--- src/rtl/plf_pkg.sv ---
package plf_pkg;
   typedef enum logic {
      ST_UNLOCKED = 1'b0,
      ST_LOCKED   = 1'b1
   } plf_state_e;
endpackage

--- src/rtl/plf_sync.sv ---
module plf_sync #(
   parameter int STAGES = 2
) (
   input  logic clk,
   input  logic rst_n,
   input  logic d_i,
   output logic q_o
);
   generate
      if (STAGES == 0) begin : g_bypass
         assign q_o = d_i;
      end else begin : g_chain
         logic [STAGES-1:0] chain_q;
         always_ff @(posedge clk) begin
            if (!rst_n) chain_q <= '0;
            else        chain_q <= {chain_q[STAGES-2+((STAGES==1)?1:0):0], d_i};
         end
         assign q_o = chain_q[STAGES-1];
      end
   endgenerate
endmodule

--- src/rtl/plf_qualifier.sv ---
module plf_qualifier
   import plf_pkg::*;
#(
   parameter int WAIT_W = 8
) (
   input  logic              clk,
   input  logic              rst_n,
   input  logic              flag_i,
   input  logic [WAIT_W-1:0] enter_wait_i,
   input  logic [WAIT_W-1:0] leave_wait_i,
   output logic              locked_o,
   output logic              enter_o
);
   plf_state_e        state_q;
   logic [WAIT_W-1:0] qual_q;
   logic              opposite;
   logic [WAIT_W-1:0] limit;
   logic              hit;

   always_comb begin
      opposite = (state_q == ST_LOCKED) ? !flag_i : flag_i;
      limit    = (state_q == ST_LOCKED) ? leave_wait_i : enter_wait_i;
      hit      = opposite && (qual_q >= limit);
   end

   always_ff @(posedge clk) begin
      if (!rst_n) begin
         state_q <= ST_UNLOCKED;
         qual_q  <= '0;
      end else if (hit) begin
         state_q <= (state_q == ST_LOCKED) ? ST_UNLOCKED : ST_LOCKED;
         qual_q  <= '0;
      end else if (opposite) begin
         qual_q  <= qual_q + 1'b1;
      end else begin
         qual_q  <= '0;
      end
   end

   assign locked_o = (state_q == ST_LOCKED);
   assign enter_o  = hit && (state_q == ST_UNLOCKED);
endmodule

--- src/rtl/plf_event_counter.sv ---
module plf_event_counter #(
   parameter int CNT_W = 8
) (
   input  logic             clk,
   input  logic             rst_n,
   input  logic             inc_i,
   output logic [CNT_W-1:0] count_o
);
   always_ff @(posedge clk) begin
      if (!rst_n)     count_o <= '0;
      else if (inc_i) count_o <= count_o + 1'b1;
   end
endmodule

--- src/rtl/plf_load_enable.sv ---
module plf_load_enable (
   input  logic status_i,
   input  logic force_hi_i,
   input  logic force_lo_i,
   output logic en_o
);
   always_comb begin
      if (force_lo_i)      en_o = 1'b0;
      else if (force_hi_i) en_o = 1'b1;
      else                 en_o = status_i;
   end
endmodule

--- src/rtl/pll_lock_filter.sv ---
module pll_lock_filter #(
   parameter int WAIT_W      = 8,
   parameter int CNT_W       = 8,
   parameter int SYNC_STAGES = 2
) (
   input  logic              clk,
   input  logic              rst_n,
   input  logic              lock_raw_i,
   input  logic [WAIT_W-1:0] lock_wait_i,
   input  logic [WAIT_W-1:0] unlock_wait_i,
   input  logic              force_en_hi_i,
   input  logic              force_en_lo_i,
   output logic              lock_status_o,
   output logic              lock_raw_o,
   output logic [CNT_W-1:0]  lock_count_o,
   output logic              load_en_o
);
   generate
      if (WAIT_W < 1 || WAIT_W > 16) begin : g_bad_wait
         $error("pll_lock_filter: WAIT_W must be 1..16");
      end
      if (CNT_W < 1 || CNT_W > 32) begin : g_bad_cnt
         $error("pll_lock_filter: CNT_W must be 1..32");
      end
      if (SYNC_STAGES < 0 || SYNC_STAGES > 4) begin : g_bad_sync
         $error("pll_lock_filter: SYNC_STAGES must be 0..4");
      end
   endgenerate

   logic flag_sync;
   logic enter_pulse;

   plf_sync #(.STAGES(SYNC_STAGES)) u_sync (
      .clk   (clk),
      .rst_n (rst_n),
      .d_i   (lock_raw_i),
      .q_o   (flag_sync)
   );

   plf_qualifier #(.WAIT_W(WAIT_W)) u_qual (
      .clk          (clk),
      .rst_n        (rst_n),
      .flag_i       (flag_sync),
      .enter_wait_i (lock_wait_i),
      .leave_wait_i (unlock_wait_i),
      .locked_o     (lock_status_o),
      .enter_o      (enter_pulse)
   );

   plf_event_counter #(.CNT_W(CNT_W)) u_cnt (
      .clk     (clk),
      .rst_n   (rst_n),
      .inc_i   (enter_pulse),
      .count_o (lock_count_o)
   );

   plf_load_enable u_len (
      .status_i   (lock_status_o),
      .force_hi_i (force_en_hi_i),
      .force_lo_i (force_en_lo_i),
      .en_o       (load_en_o)
   );

   assign lock_raw_o = flag_sync;
endmodule

--- config.mk ---
export PLATFORM = sky130hd
export DESIGN_NAME = pll_lock_filter
export DESIGN_NICKNAME = d
export VERILOG_FILES = /design/src/rtl/plf_pkg.sv /design/src/rtl/plf_sync.sv /design/src/rtl/plf_qualifier.sv /design/src/rtl/plf_event_counter.sv /design/src/rtl/plf_load_enable.sv /design/src/rtl/pll_lock_filter.sv
export SDC_FILE = /design/constraint.sdc
export NUM_CORES = 1
export LEC_CHECK = 0
export CAP_MARGIN = 15
export CORE_MARGIN = 2
export CORE_UTILIZATION = 50
export CTS_BUF_LIST = sky130_fd_sc_hd__clkbuf_4
export DETAILED_ROUTE_END_ITERATION = 8
export PLACE_DENSITY = 0.83
export SLEW_MARGIN = 20
export SYNTH_ARGS = -nofsm -noshare
export SYNTH_HDL_FRONTEND = slang
export SYNTH_SLANG_ARGS = --single-unit
--- constraint.sdc ---
create_clock -name clk -period 7.7 [get_ports clk]
set_clock_uncertainty 0.2 [all_clocks]
set_input_delay 1.54 -clock clk [delete_from_list [all_inputs] [get_ports clk]]
set_output_delay 1.54 -clock clk [all_outputs]
set_load 0.1 [all_outputs]
==> metrics.md <==
| Metric | Value |
|---|---|
| Setup violations, final | 0 |
| CTS clk-pin slew, worst paths | between 0.1 and 0.15 ns |
| Synthesis Warnings | 0 |
| CP startpoint | force_en_hi_i |
| Die Footprint | 2640 sq um |
| Register area share after synthesis | about a third |
| Hold Path Sink | u_sync.g_chain.chain_q[1] |
| Root buffer cell | clkbuf_4 |
| Worst path slowest cell | clkdlybuf4s50_1 |
| Worst slew margin | 35.1% |
| R2R Setup Slk | 4.65 ns |
| Clock Latency Late Sink | 0.29 ns |
| Met2 wire length | 1160 um |
| Post-detail-place hpwl | ~1800 um |
| Slowest cell delay on critical path | 1.14 ns |
| Iteration-0 DRC Markers | 10 |
| Tcrit/Tclk final | 65.2% |
| Ports | 32 |
| CP max FO | 1 |
| CTS buffer count | 3 |
| Total wire length | 2280 um |
| Vias in the first global route | slightly below 1k |
| Slew Viols, Final | 0 |
| Total Routing Usage GR | 19.6% |
| PostCTS Resize Cnt | 0 |
| Pleak | 0.000535 uW |
| Sink Count | 19 |
| Max_cap viols | 0 |
| CP Launch Type | input port |
| Compound-Gate Fraction of Synth Area | 13.1% |
| CTS Buffer Depth | 2 |
| Final hold viol count | 0 |
| Via count | 978 |
| CP bufs+invs | 2 |
| Global-route wire length before repair | 3970 um |
| Share of layout cells above drive strength 1 | around 11% |
| CTS tree | done |
| Status | completed |
| Antenna diode count | 0 |
| Worst Hold Class | reg -> reg |
| Critical Path AT | 3.28 ns |
| First drt pass iteration count | 4 |
| CP required | ~6.0 ns |
| Initial Utilization | roughly half |
| RSZ-0062 raised after global routing | false |
| Post-CTS setup buffers | 0 |
| FF+latch count, synth | 19 |
| Simple-gate portion of the synthesized area | a little under a quarter |
| H-tree depth | 1 |
| Critical R2R Capture | u_qual.qual_q[2] |
| Hold path start | u_sync.g_chain.chain_q[0] |
| Wl on met1 | between 1000 and 1500 um |
| Max rail drop VDD | 118 uV |
| Core area | 2170 sq um |
| Adder-Cell Fraction of Synth Area | 11.1% |
| Grt ovf | 0 |
| Area growth syn-to-layout | 31.7% |
| Layout net count | 185 |
| Crit-path cells | clkdlybuf4s50_1, nor2_1, nor2_1, clkdlybuf4s50_1 |
| DRC Markers | 0 |
| Pwr per Cell Area | 121 nW/um^2 |
| Post-synthesis cell type count | 33 |
| XOR/XNOR Fraction of Synth Area | under 10% |
| Final Critical Period | 5.02 ns |
| Antenna viol nets, final | 0 |
| # port buffers | 31 |
| Initial antenna violation count | 0 |
| R2R depth | 7 |
| Worst-margin pin slew | 0.970 ns |
| Avg Vias per Cell | about 5.4 |
| Reg-to-reg startpoint | u_qual.locked_o |
| Hold Buf Count CTS | 0 |
| Synth Net Count | 152 |
| Die Ht | 51.4 um |
| Post-Syn Instances | 121 |
| Met3 WL | 74 um |
| Final setup margin | 2.68 ns |
| Post-synthesis cell area | 1120 sq um |
| Largest net degree at the start of global routing | 17 |
| CP endpoint kind | output port |
| Wire length per cell | 12.6 um |
| Crit Path Category | in -> out |
| Setup TNS | 0 ns |
| WHS Path Cells | 1 |
| Max Used Layer | met4 |
| Chip Width | 51.4 um |
| Largest family of logic cells by synthesized area | simple AND/OR/NAND/NOR gates |
| Pre-CTS setup slack | 2.69 ns |
| Synthesized area per cell | 9.29 sq um |
| Rows | 17 |
| Final RePlAce weighted congestion | 0.786 |
| CP top delay family | buffers and inverters |
| Highest clock rate | 199 MHz |
| Post-synthesis mux area share | 9.02% |
[metal layers]
layer | vias to the layer above | track usage [%]
met4 | 0 | 6.58
li1 | 499 | -
met5 | - | 0
met3 | 4 | 2.05
met2 | 18 | 35.3
met1 | 457 | 24.1
[through the flow]
step	total power [uW]	hold slack (ns)	instance area [sq um]	util (%)	cells
5_1_grt	186	0.272	1480	68.2	181
3_3_place_gp	126	0.220	1450	66.8	177
2_1_floorplan	113	0.212	1120	-	121
6_report	178	0.253	1480	68.2	181
3_5_place_dp	127	0.234	1450	66.8	177
4_1_cts	180	0.261	1480	68.2	181
[worst reg2reg max path: stages, from the launching register on]
cell	delay (ns)
dfxtp_1	0.72
mux2_2	0.42
ha_1	0.27
nand2b_4	0.14
a2111o_1	0.45
a21oi_4	0.40
nand3_4	0.24
nor2_2	0.15
[cells in the final DEF, fill, tap and decap left out, drive strengths merged]
master / count
mux2i: 9
o31ai: 4
o21a: 1
and3: 2
xnor2: 1
a21oi: 10
inv: 6
nand2b: 2
or3: 1
nor2b: 1
o21ai: 5
nand3: 9
nor2: 12
and3b: 1
and2: 3
a2111o: 1
or4: 4
nand4: 1
nor4: 2
clkbuf: 4
dfxtp: 19
mux2: 1
clkdlybuf4s50: 31
ha: 10
nand2: 6
xor2: 6
o31a: 1
[kinds of logic (layout without fill, tap and decap cells)]
group | count (synthesis) | in the layout
and+or+nand+nor | 44 | 44
AOI/OAI and AO/OA | 22 | 22
DFF | 19 | 19
adders and majority gates | 10 | 10
muxes | 10 | 10
buffers and inverters | 9 | 41
xor gates and xnor gates | 7 | 7
[cells in the mapped netlist (all sizes together)]
cell    number  share of area [%]
nand4        1               0.56
a21oi       10                5.8
and2         3                1.7
buf          2                1.3
o21a         1               0.67
o31ai        4                2.7
xor2         6                4.7
and3         2                1.1
inv          6                2.0
mux2         1                1.0
nor4         2                1.1
nand3        9                5.1
mux2i        9                8.0
nand2b       2                1.8
o31a         1               0.78
ha          10                 11
nor2        12                5.8
clkbuf       1               0.33
or4          4                2.7
or3          1               0.56
nor2b        1               0.56
dfxtp       19                 34
o21ai        5                2.2
nand2        6                2.0
a2111o       1                1.0
and3b        1               0.78
xnor2        1               0.78
[flip-flops by register name (all words and copies together) (netlist names)]
register / count
u_cnt.count_o: 8
u_qual.qual_q: 8
u_sync.g_chain.chain_q: 2
u_qual.locked_o: 1
[power by group]
part | internal [uW] | leakage (uW) | switching [uW] | total, uW
clock network | 23.7 | 0.0000184 | 30.5 | 54.2
registers | 98.9 | 0.000153 | 0.596 | 99.5
logic | 13.6 | 0.000363 | 11.1 | 24.7
total | 136 | 0.000535 | 42.2 | 178
[worst max path at each step]
| stage | end | cells past startpoint | slack [ns] |
|---|---|---|---|
| after CTS | load_en_o | 4 | 2.68 |
| after detailed placement | load_en_o | 4 | 2.69 |
| after global placement | load_en_o | 4 | 2.69 |
| final | load_en_o | 4 | 2.68 |
| after floorplan | load_en_o | 2 | 3.12 |
| after global routing | load_en_o | 4 | 2.64 |
[layout make-up]
cell class	instances	area, sq um
Sequential cell	19	380
Clock buffer	4	30.0
Timing Repair Buffer	31	310
Tap cell	28	35.0
Fill cell	192	689
Multi-Input combinational cell	93	702
Inverter	6	22.5
Power figures use the tool's default switching activity.
